[config.mk]
export PLATFORM = sky130hd
export DESIGN_NAME = cpm_ctrl
export DESIGN_NICKNAME = d
export VERILOG_FILES = /design/src/rtl/cpm_pkg.sv /design/src/rtl/cpm_req_sel.sv /design/src/rtl/cpm_wait_timer.sv /design/src/rtl/cpm_fsm.sv /design/src/rtl/cpm_ctrl.sv
export SDC_FILE = /design/constraint.sdc
export NUM_CORES = 1
export LEC_CHECK = 0
export ABC_AREA = 1
export BUFFER_PORTS_ARGS = -buffer_cell sky130_fd_sc_hd__clkbuf_2
export CAP_MARGIN = 20
export CORE_MARGIN = 1
export CORE_UTILIZATION = 52
export CTS_CLUSTER_DIAMETER = 200
export CTS_CLUSTER_SIZE = 10
export DETAILED_ROUTE_END_ITERATION = 10
export PLACE_DENSITY = 0.74
export SLEW_MARGIN = 10
export SYNTH_ARGS = -nofsm -noshare
export SYNTH_HDL_FRONTEND = slang
export SYNTH_SLANG_ARGS = --single-unit
export TNS_END_PERCENT = 20
[constraint.sdc]
create_clock -name clk -period 2 [get_ports clk]
set_input_delay 0.1 -clock clk [delete_from_list [all_inputs] [get_ports clk]]
set_output_delay 0.1 -clock clk [all_outputs]
set_load 0.05 [all_outputs]
[src/rtl/cpm_pkg.sv]
// Package: shared state type for the converter power mode controller.
// Assumes: one state register, encoded in three bits.
package cpm_pkg;

    typedef enum logic [2:0] {
        PM_ACTIVE      = 3'd0,
        PM_NAP         = 3'd1,
        PM_SLEEP       = 3'd2,
        PM_WAKE_NAP    = 3'd3,
        PM_WAKE_SETTLE = 3'd4,
        PM_WAKE_SLEEP  = 3'd5
    } pm_state_e;

endpackage

[src/rtl/cpm_req_sel.sv]
// Module: cpm_req_sel
// Picks the effective sleep and nap requests for the current programming
// mode. Serial mode uses the register bits; parallel mode uses the sleep pin
// and cannot nap. Sleep masks nap so the two are never both set.
// Assumes: the inputs are already synchronous to clk.
module cpm_req_sel (
    input  logic prog_serial,
    input  logic reg_sleep,
    input  logic reg_nap,
    input  logic pin_sleep,
    output logic sleep_req,
    output logic nap_req
);

    // Mode select with sleep priority.
    always_comb begin
        sleep_req = prog_serial ? reg_sleep : pin_sleep;
        nap_req   = prog_serial & reg_nap & ~sleep_req;
    end

endmodule

[src/rtl/cpm_wait_timer.sv]
// Module: cpm_wait_timer
// A single saturating counter shared by every wake wait. clr restarts it;
// inc advances it by one. done is set once the count reaches limit.
// Assumes: the caller pulses clr on every state change.
module cpm_wait_timer #(
    parameter int CNT_W = 12
) (
    input  logic             clk,
    input  logic             rst_n,
    input  logic             clr,
    input  logic             inc,
    input  logic [CNT_W-1:0] limit,
    output logic             done
);

    localparam logic [CNT_W-1:0] CNT_MAX = {CNT_W{1'b1}};

    logic [CNT_W-1:0] cnt_q;

    // Count with restart and saturation.
    always_ff @(posedge clk) begin
        if (!rst_n) begin
            cnt_q <= '0;
        end else if (clr) begin
            cnt_q <= '0;
        end else if (inc && (cnt_q != CNT_MAX)) begin
            cnt_q <= cnt_q + 1'b1;
        end
    end

    // Compare against the limit of the current wait.
    always_comb begin
        done = (cnt_q >= limit);
    end

endmodule

[src/rtl/cpm_fsm.sv]
// Module: cpm_fsm
// Power state machine. Moves between active, the two low-power states and
// the three wake waits, and selects the limit and count source of the shared
// wait timer. Outputs are decoded from the state register.
// Assumes: sleep_req and nap_req are never set together.
module cpm_fsm
    import cpm_pkg::*;
#(
    parameter int NAP_WAKE_CYC  = 100,
    parameter int NAP_SETTLE_US = 50,
    parameter int SLEEP_WAKE_US = 2000,
    parameter int CNT_W         = 12
) (
    input  logic             clk,
    input  logic             rst_n,
    input  logic             sleep_req,
    input  logic             nap_req,
    input  logic             us_tick,
    input  logic             dc_settle_en,
    input  logic             tmr_done,
    output logic             tmr_clr,
    output logic             tmr_inc,
    output logic [CNT_W-1:0] tmr_limit,
    output pm_state_e        state,
    output logic             core_pd,
    output logic             ref_pd,
    output logic             ready
);

    localparam logic [CNT_W-1:0] LIM_NAP    = CNT_W'(NAP_WAKE_CYC - 1);
    localparam logic [CNT_W-1:0] LIM_SETTLE = CNT_W'(NAP_SETTLE_US);
    localparam logic [CNT_W-1:0] LIM_SLEEP  = CNT_W'(SLEEP_WAKE_US);

    pm_state_e st_q;
    pm_state_e st_d;

    // Next-state logic: a request always wins, otherwise wait or wake.
    always_comb begin
        st_d = st_q;
        if (sleep_req) begin
            st_d = PM_SLEEP;
        end else if (nap_req) begin
            st_d = PM_NAP;
        end else begin
            unique case (st_q)
                PM_ACTIVE:      st_d = PM_ACTIVE;
                PM_NAP:         st_d = PM_WAKE_NAP;
                PM_SLEEP:       st_d = PM_WAKE_SLEEP;
                PM_WAKE_NAP:    if (tmr_done) st_d = dc_settle_en ? PM_WAKE_SETTLE : PM_ACTIVE;
                PM_WAKE_SETTLE: if (tmr_done) st_d = PM_ACTIVE;
                PM_WAKE_SLEEP:  if (tmr_done) st_d = PM_ACTIVE;
                default:        st_d = PM_ACTIVE;
            endcase
        end
    end

    // State register.
    always_ff @(posedge clk) begin
        if (!rst_n) begin
            st_q <= PM_ACTIVE;
        end else begin
            st_q <= st_d;
        end
    end

    // Timer control: restart on every state change, source and limit by state.
    always_comb begin
        tmr_clr   = (st_d != st_q);
        tmr_inc   = 1'b0;
        tmr_limit = '0;
        unique case (st_q)
            PM_WAKE_NAP: begin
                tmr_inc   = 1'b1;
                tmr_limit = LIM_NAP;
            end
            PM_WAKE_SETTLE: begin
                tmr_inc   = us_tick;
                tmr_limit = LIM_SETTLE;
            end
            PM_WAKE_SLEEP: begin
                tmr_inc   = us_tick;
                tmr_limit = LIM_SLEEP;
            end
            default: begin
                tmr_inc   = 1'b0;
                tmr_limit = '0;
            end
        endcase
    end

    // Output decode from the state register.
    always_comb begin
        state   = st_q;
        core_pd = (st_q == PM_NAP) || (st_q == PM_SLEEP);
        ref_pd  = (st_q == PM_SLEEP);
        ready   = (st_q == PM_ACTIVE);
    end

endmodule

[src/rtl/cpm_ctrl.sv]
// Module: cpm_ctrl (top)
// Converter power mode controller: request selection, power state machine,
// shared wake timer and the registered output enable.
// Assumes: us_tick is a one-cycle pulse synchronous to clk; NAP_WAKE_CYC >= 1.
module cpm_ctrl
    import cpm_pkg::*;
#(
    parameter int NAP_WAKE_CYC  = 100,
    parameter int NAP_SETTLE_US = 50,
    parameter int SLEEP_WAKE_US = 2000
) (
    input  logic clk,
    input  logic rst_n,
    input  logic us_tick,
    input  logic prog_serial,
    input  logic reg_sleep,
    input  logic reg_nap,
    input  logic pin_sleep,
    input  logic reg_out_off,
    input  logic dc_settle_en,
    output logic core_pd,
    output logic ref_pd,
    output logic out_oe,
    output logic ready
);

    localparam int WAIT_A   = (NAP_WAKE_CYC > NAP_SETTLE_US) ? NAP_WAKE_CYC : NAP_SETTLE_US;
    localparam int WAIT_MAX = (WAIT_A > SLEEP_WAKE_US) ? WAIT_A : SLEEP_WAKE_US;
    localparam int CNT_W    = $clog2(WAIT_MAX + 1) + 1;

    logic             sleep_req;
    logic             nap_req;
    logic             tmr_clr;
    logic             tmr_inc;
    logic             tmr_done;
    logic [CNT_W-1:0] tmr_limit;
    pm_state_e        st;
    logic             oe_q;

    cpm_req_sel u_sel (
        .prog_serial (prog_serial),
        .reg_sleep   (reg_sleep),
        .reg_nap     (reg_nap),
        .pin_sleep   (pin_sleep),
        .sleep_req   (sleep_req),
        .nap_req     (nap_req)
    );

    cpm_fsm #(
        .NAP_WAKE_CYC  (NAP_WAKE_CYC),
        .NAP_SETTLE_US (NAP_SETTLE_US),
        .SLEEP_WAKE_US (SLEEP_WAKE_US),
        .CNT_W         (CNT_W)
    ) u_fsm (
        .clk          (clk),
        .rst_n        (rst_n),
        .sleep_req    (sleep_req),
        .nap_req      (nap_req),
        .us_tick      (us_tick),
        .dc_settle_en (dc_settle_en),
        .tmr_done     (tmr_done),
        .tmr_clr      (tmr_clr),
        .tmr_inc      (tmr_inc),
        .tmr_limit    (tmr_limit),
        .state        (st),
        .core_pd      (core_pd),
        .ref_pd       (ref_pd),
        .ready        (ready)
    );

    cpm_wait_timer #(
        .CNT_W (CNT_W)
    ) u_tmr (
        .clk   (clk),
        .rst_n (rst_n),
        .clr   (tmr_clr),
        .inc   (tmr_inc),
        .limit (tmr_limit),
        .done  (tmr_done)
    );

    // Output enable register, independent of the power state.
    always_ff @(posedge clk) begin
        if (!rst_n) begin
            oe_q <= 1'b1;
        end else begin
            oe_q <= ~reg_out_off;
        end
    end

    assign out_oe = oe_q;

endmodule

Yosys cells after proc, flatten, opt, wreduce, memory -nomap -nowiden

Index checks and enable logic that the tools add are counted.

Flip-flop bits (word level): 16
Output and inout bits: 4
Input port bits: 9

Equality and inequality tests: 7
Reduce and logical (&&, ||, !) cells: 5
Bitwise gates (word level): 5
Magnitude comparators: 1
Multiplexer cells: 9
$add $sub $neg: 1

Operator list:

| kind                                           | count |
|---|---|
| one-hot mux 11 bit (3 select lines)            | 1 |
| 2-to-1 mux 3 bit                               | 5 |
| adder 12 x 1 -> 12 bit (second input constant) | 1 |
| greater-or-equal comparator 12 x 11 -> 1 bit   | 1 |
| != test 12 bit (second input constant)         | 1 |
| one-hot mux 3 bit (4 select lines)             | 1 |
| == test 3 x 2 -> 1 bit (second input constant) | 2 |
| == test 3 bit (second input constant)          | 2 |
| OR reduction 2 bit                             | 2 |
| == test 3 x 1 -> 1 bit (second input constant) | 1 |
| zero test 3 bit                                | 1 |
| != test 3 bit                                  | 1 |
| NOT 1 bit                                      | 3 |
| AND 1 bit                                      | 2 |
| one-hot mux 1 bit (2 select lines)             | 1 |
| logical AND 1 bit                              | 1 |
| logical OR 1 bit                               | 1 |
| 2-to-1 mux 1 bit                               | 1 |

Depth between registers and ports, before layout

Depth in word-level cells: 9
Gate-level depth with buffers: 20
Depth with buffers taken out: 19

Modules after synthesis

Synthesis repeated with hierarchy kept, for this count alone.

Cell total of the unflattened synthesis: 231
Area, all modules: 1456.4 um^2

Modules (own cells, without submodules):

| module         | seq. area each (um^2) | area each (um^2) | times used | cells each |
|---|---|---|---|---|
| cpm_wait_timer | 240.2                 | 1019.7           | 1          | 150 |
| cpm_fsm        | 60.1                  | 382.9            | 1          | 71 |
| cpm_req_sel    | 0.0                   | 30.0             | 1          | 8 |
| cpm_ctrl       | 20.0                  | 23.8             | 1          | 2 |

Least setup slack after synthesis

No wires, ideal clock.

Kind: reg2reg
Start point: reg u_fsm.st_q[2] (netlist: u_fsm.state[2])
End point: reg u_tmr.cnt_q[0]
Path buffers: 1
Stages on the path, launching flop included: 13
Arrival: 2.607 ns
Path slack: -0.669 ns
Required time: 1.938 ns
Clock period less this slack: 2.669 ns
Cell sequence: dfxtp_1 nor3_2 inv_1 o21ai_1 nor2_1 nor3_2 nand2_1 nand2_1 nand2_1 nor2_2 nand2_2 buf_6 nor2_2

Elaborated cells between the ends (all ways): 17
Those cells by class: order compare (1); eq/ne (6); mux (7); reduce/logical (3)

RTL lines:

| what                               | RTL line             | source |
|---|---|---|
| start: declaration                 | cpm_fsm.sv:34        | `pm_state_e st_q;` |
| start signal: assignment           | cpm_fsm.sv:62        | `st_q <= st_d;` |
| == test 3 x 2 -> 1 bit             | --                   |  |
| via ref_pd                         | cpm_ctrl.sv:22       | `output logic ref_pd,` |
| one-hot mux 3 bit (4 select lines) | cpm_fsm.sv:45        | `unique case (st_q)` |
| 2-to-1 mux 3 bit                   | cpm_fsm.sv:42        | `end else if (nap_req) begin` |
| 2-to-1 mux 3 bit                   | cpm_fsm.sv:40        | `if (sleep_req) begin` |
| != test 3 bit                      | cpm_fsm.sv:68        | `tmr_clr = (st_d != st_q);` |
| OR reduction 2 bit (no line)       | --                   |  |
| end signal: assignment             | cpm_wait_timer.sv:27 | `cnt_q <= cnt_q + 1'b1;` |
| end: declaration                   | cpm_wait_timer.sv:18 | `logic [CNT_W-1:0] cnt_q;` |

The timed path passes the listed nets, and every way through them passes these cells.
A chain may end at the register's enable or synchronous reset.

Worst setup path after layout

Start point: reg u_fsm.st_q[1] (netlist: u_fsm.state[1])
End point: reg u_tmr.cnt_q[6]

Cells in the longest elaborated chain, start to end: 9
Elaborated cells between the ends (all ways): 17
Those cells by class: order compare (1); eq/ne (6); mux (7); reduce/logical (3)

RTL lines:

| what                                                           | RTL line                                    | source |
|---|---|---|
| == test 3 bit / == test 3 x 2 -> 1 bit (equally long branches) | cpm_fsm.sv:45, cpm_fsm.sv:71                |  |
| one-hot mux 11 bit (3 select lines)                            | cpm_fsm.sv:71                               | `unique case (st_q)` |
| greater-or-equal comparator 12 x 11 -> 1 bit                   | cpm_wait_timer.sv:33                        | `done = (cnt_q >= limit);` |
| 2-to-1 mux 3 bit, on equally long branches                     | cpm_fsm.sv:50, cpm_fsm.sv:51, cpm_fsm.sv:49 |  |
| one-hot mux 3 bit (4 select lines)                             | cpm_fsm.sv:45                               |  |
| 2-to-1 mux 3 bit                                               | cpm_fsm.sv:42                               |  |
| 2-to-1 mux 3 bit                                               | cpm_fsm.sv:40                               |  |
| != test 3 bit                                                  | cpm_fsm.sv:68                               |  |
| OR reduction 2 bit (no line)                                   | --                                          |  |

Parallel ways exist; a longest one is shown, timed or not.

==> impl_metrics.ini <==
[synthesis]
ys_seq_area_share_pct = 24.3
yosysTopAreaCellShare_pct = 24.3
synthCells = 212
synth-edff-count = 0
async_reset_ff_share_pct = 0
synthFlopType = dfxtp_1
synth_area_um2 = 1320
synth_compound_area_share_pct = 5.12
synth_xor_xnor_area_share_pct = 6.64
ys_types = 21
synth_mux_area_share_pct = 0
synth_top_area_cell = dfxtp_1
synth_area_leaders = dfxtp_1 24%, nand2_1 15%, inv_1 13%
synth_common_cells = 53 x nand2_1, 45 x inv_1, 22 x nor2_1
yosysWarnings = 0
synth_top_family_by_area = simple AND/OR/NAND/NOR gates
yosys_register_bits = 16
synth_most_common_cell = nand2_1
synth.avg_cell_area_um2 = 6.22
yosys.area_share.simple_pct = 39.7
synth_fa_ha_area_share_pct = 9.49
syn_nets = 231

[die]
top_level_ports = 13
start_util_pct = 57.4
core_area_um2 = 2300
die_w_um = 52.4
num_rows = 17
die_y_um = 52.4
die_area_um2 = 2740

[finish]
antennaDiodeCount = 0
multiInputGateArea_um2 = 978
drive_gt1_share_pct = 38.8
final_nets = 275
final.fill_count = 172
seq_area_um2 = 332
syn2layout_area_growth_pct = 38.8
design_area_um2 = 1830

[status]
violations = negative setup slack
status = complete, but fails checks

[sta]
fin_crit_ns = 2.32
setup_viol_count_final = 14
fin_skew_ns = 0.000911
rsz0062_at_grt = yes
finalHoldViolations = 0
layout_setup_ws_ns = -0.315
worst-slew-pin-transition_ns = 0.336
maxSlewViolCount = 0
setup_tns_ns = -3.67
min_period_over_period_pct = 116
fmax_mhz = 432
slew-limit-headroom_pct = 77.4

[clock_tree]
clkSinkCount = 16
clk_pin_slew_ns = 0.09
clk_path_buf_depth = 2
cts_tree = yes
htreeDepth = 1
cts-root-buf = clkbuf_4
clk_latency_ns = 0.28
cts_buffers = 3

[route]
vias = 1488
routed_wl_um = 3980
drt_iter0_markers = 54
drtAntennaViolNets = 0
routedWlPerCell_um = 14.1
routed_via_density = 5.26
dr.pass1.iters = 4
drc = 0

[run]
cap_violations = 0

[grt]
met1_usage_pct = 37.9
grt_max_degree = 13
grt_first_pass_wirelength_um = 6220
grt_usage_pct = 31.0
grt-ovfl-total = 0
grt_pass1_vias = 1396
grtUsageMet3_pct = 3.48
met2_usage_pct = 57.2
busiest_layer = met2
antenna_found_initial = 0

[place]
placed_area_um2 = 1620
pre_cts_ws_ns = -0.388
hpwl_um = 2710
port-buffer-count = 12
place_congestion = 0.879

[setup_path]
end_kind = flop
cp.required_ns = 2.23
crit_path_start = u_fsm.state[1]
path_class = flop to flop
reg2reg_slack_ns = -0.32
r2r_end = u_tmr.cnt_q[6]
r2r-start = u_fsm.state[1]
crit_path_end = u_tmr.cnt_q[6]
crit_arrival_ns = 2.54
startpoint_type = flop
rr_worst_depth = 17
path_max_fanout = 6

[min_path]
hold_class = input port to flop
hold_depth = 3

[power]
totalPowerFinal_w = 0.000710
power_density_nw_per_um2 = 388
p_leak_nw = 0.823
irDropWorstVdd_mv = 0.467
==> worst min path at each step <==
stage | end | slack [ns] | from
finish | u_fsm.state[2] | 0.11 | rst_n
global route | u_fsm.state[0] | 0.12 | rst_n
CTS | u_fsm.state[2] | 0.09 | rst_n
detailed placement | out_oe | 0.27 | reg_out_off
global placement | out_oe | 0.26 | reg_out_off
floorplan | out_oe | 0.16 | rst_n
==> placed cells by master (no fill, tap or decap), types with 6 or more instances in the layout <==
cell type / n
nor2_1: 16
nor2_4: 6
buf_4: 26
inv_1: 38
nand2_2: 13
nand2_1: 41
ha_1: 6
dfxtp_1: 13
nand3_1: 11
inv_2: 7
xor2_1: 8
nor2_2: 13
clkbuf_2: 12
==> registers in the layout (all words and copies together), names as in the netlist <==
signal,count
out_oe,1
u_tmr.cnt_q,12
u_fsm.state,3
==> repair_timing <==
| action | 4_1_cts | 5_1_grt |
|---|---|---|
| cloned | 1 | 0 |
| setup buffers | 3 | 2 |
| pin swaps | 9 | 6 |
| setup endpoints to repair | 12 | 15 |
| hold endpoints to repair | 1 | 0 |
| gates resized for setup | 22 | 11 |
| hold buffers | 2 | 0 |
==> layout make-up <==
type                    count  share of cell area (%)
clock inverters             1                   0.205
well taps                  28                    1.91
repair buffers             40                    15.0
multi-input cells         148                    53.5
inverters                  47                    10.0
clock buffers               3                    1.23
flip-flops and latches     16                    18.1
==> kinds of logic after synthesis <==
family,Yosys count
flops,16
fa+ha+maj,10
simple gates,115
buf+inv,49
compound gates,12
xor+xnor,10
==> power by group <==
| part | switching [W] | leakage, nW | total (W) | internal (W) |
|---|---|---|---|---|
| clock | 0.000101 | 0.0154 | 0.000173 | 0.0000724 |
| sequential | 0.00000706 | 0.132 | 0.000328 | 0.000321 |
| combinational | 0.000134 | 0.676 | 0.000208 | 0.0000745 |
| total | 0.000242 | 0.823 | 0.000710 | 0.000468 |
==> critical path, cell delays in order, from the launching register on <==
cell and delay (ns):
dfxtp_4 0.38, inv_4 0.06, nand2_4 0.06, nor2_4 0.13, clkinv_4 0.12, ha_4 0.24
nand2_2 0.07, inv_2 0.04, buf_4 0.13, a21oi_4 0.17, nand4_1 0.13, nand3_2 0.10
nand2_2 0.08, nand2_2 0.08, nand2_2 0.06, nor2_4 0.18, nand2_4 0.12, nor2_2 0.12
==> per-layer routing <==
metal / vias to the layer above / wire length (um)
met3: 12 / 196
met4: 0 / 82
met1: 690 / 1710
met5: - / 0
met2: 54 / 1990
li1: 732 / -
==> per-stage QoR <==
stage / hold slack, ns / std cells / util (%)
after CTS: 0.0880 / 281 / 77.4
after global routing: 0.116 / 283 / 79.7
after detailed placement: 0.265 / 271 / 70.5
after global placement: 0.259 / 271 / 70.5
after floorplan: 0.162 / 212 / -
final: 0.109 / 283 / 79.7
(Power assumes the default switching activity.)
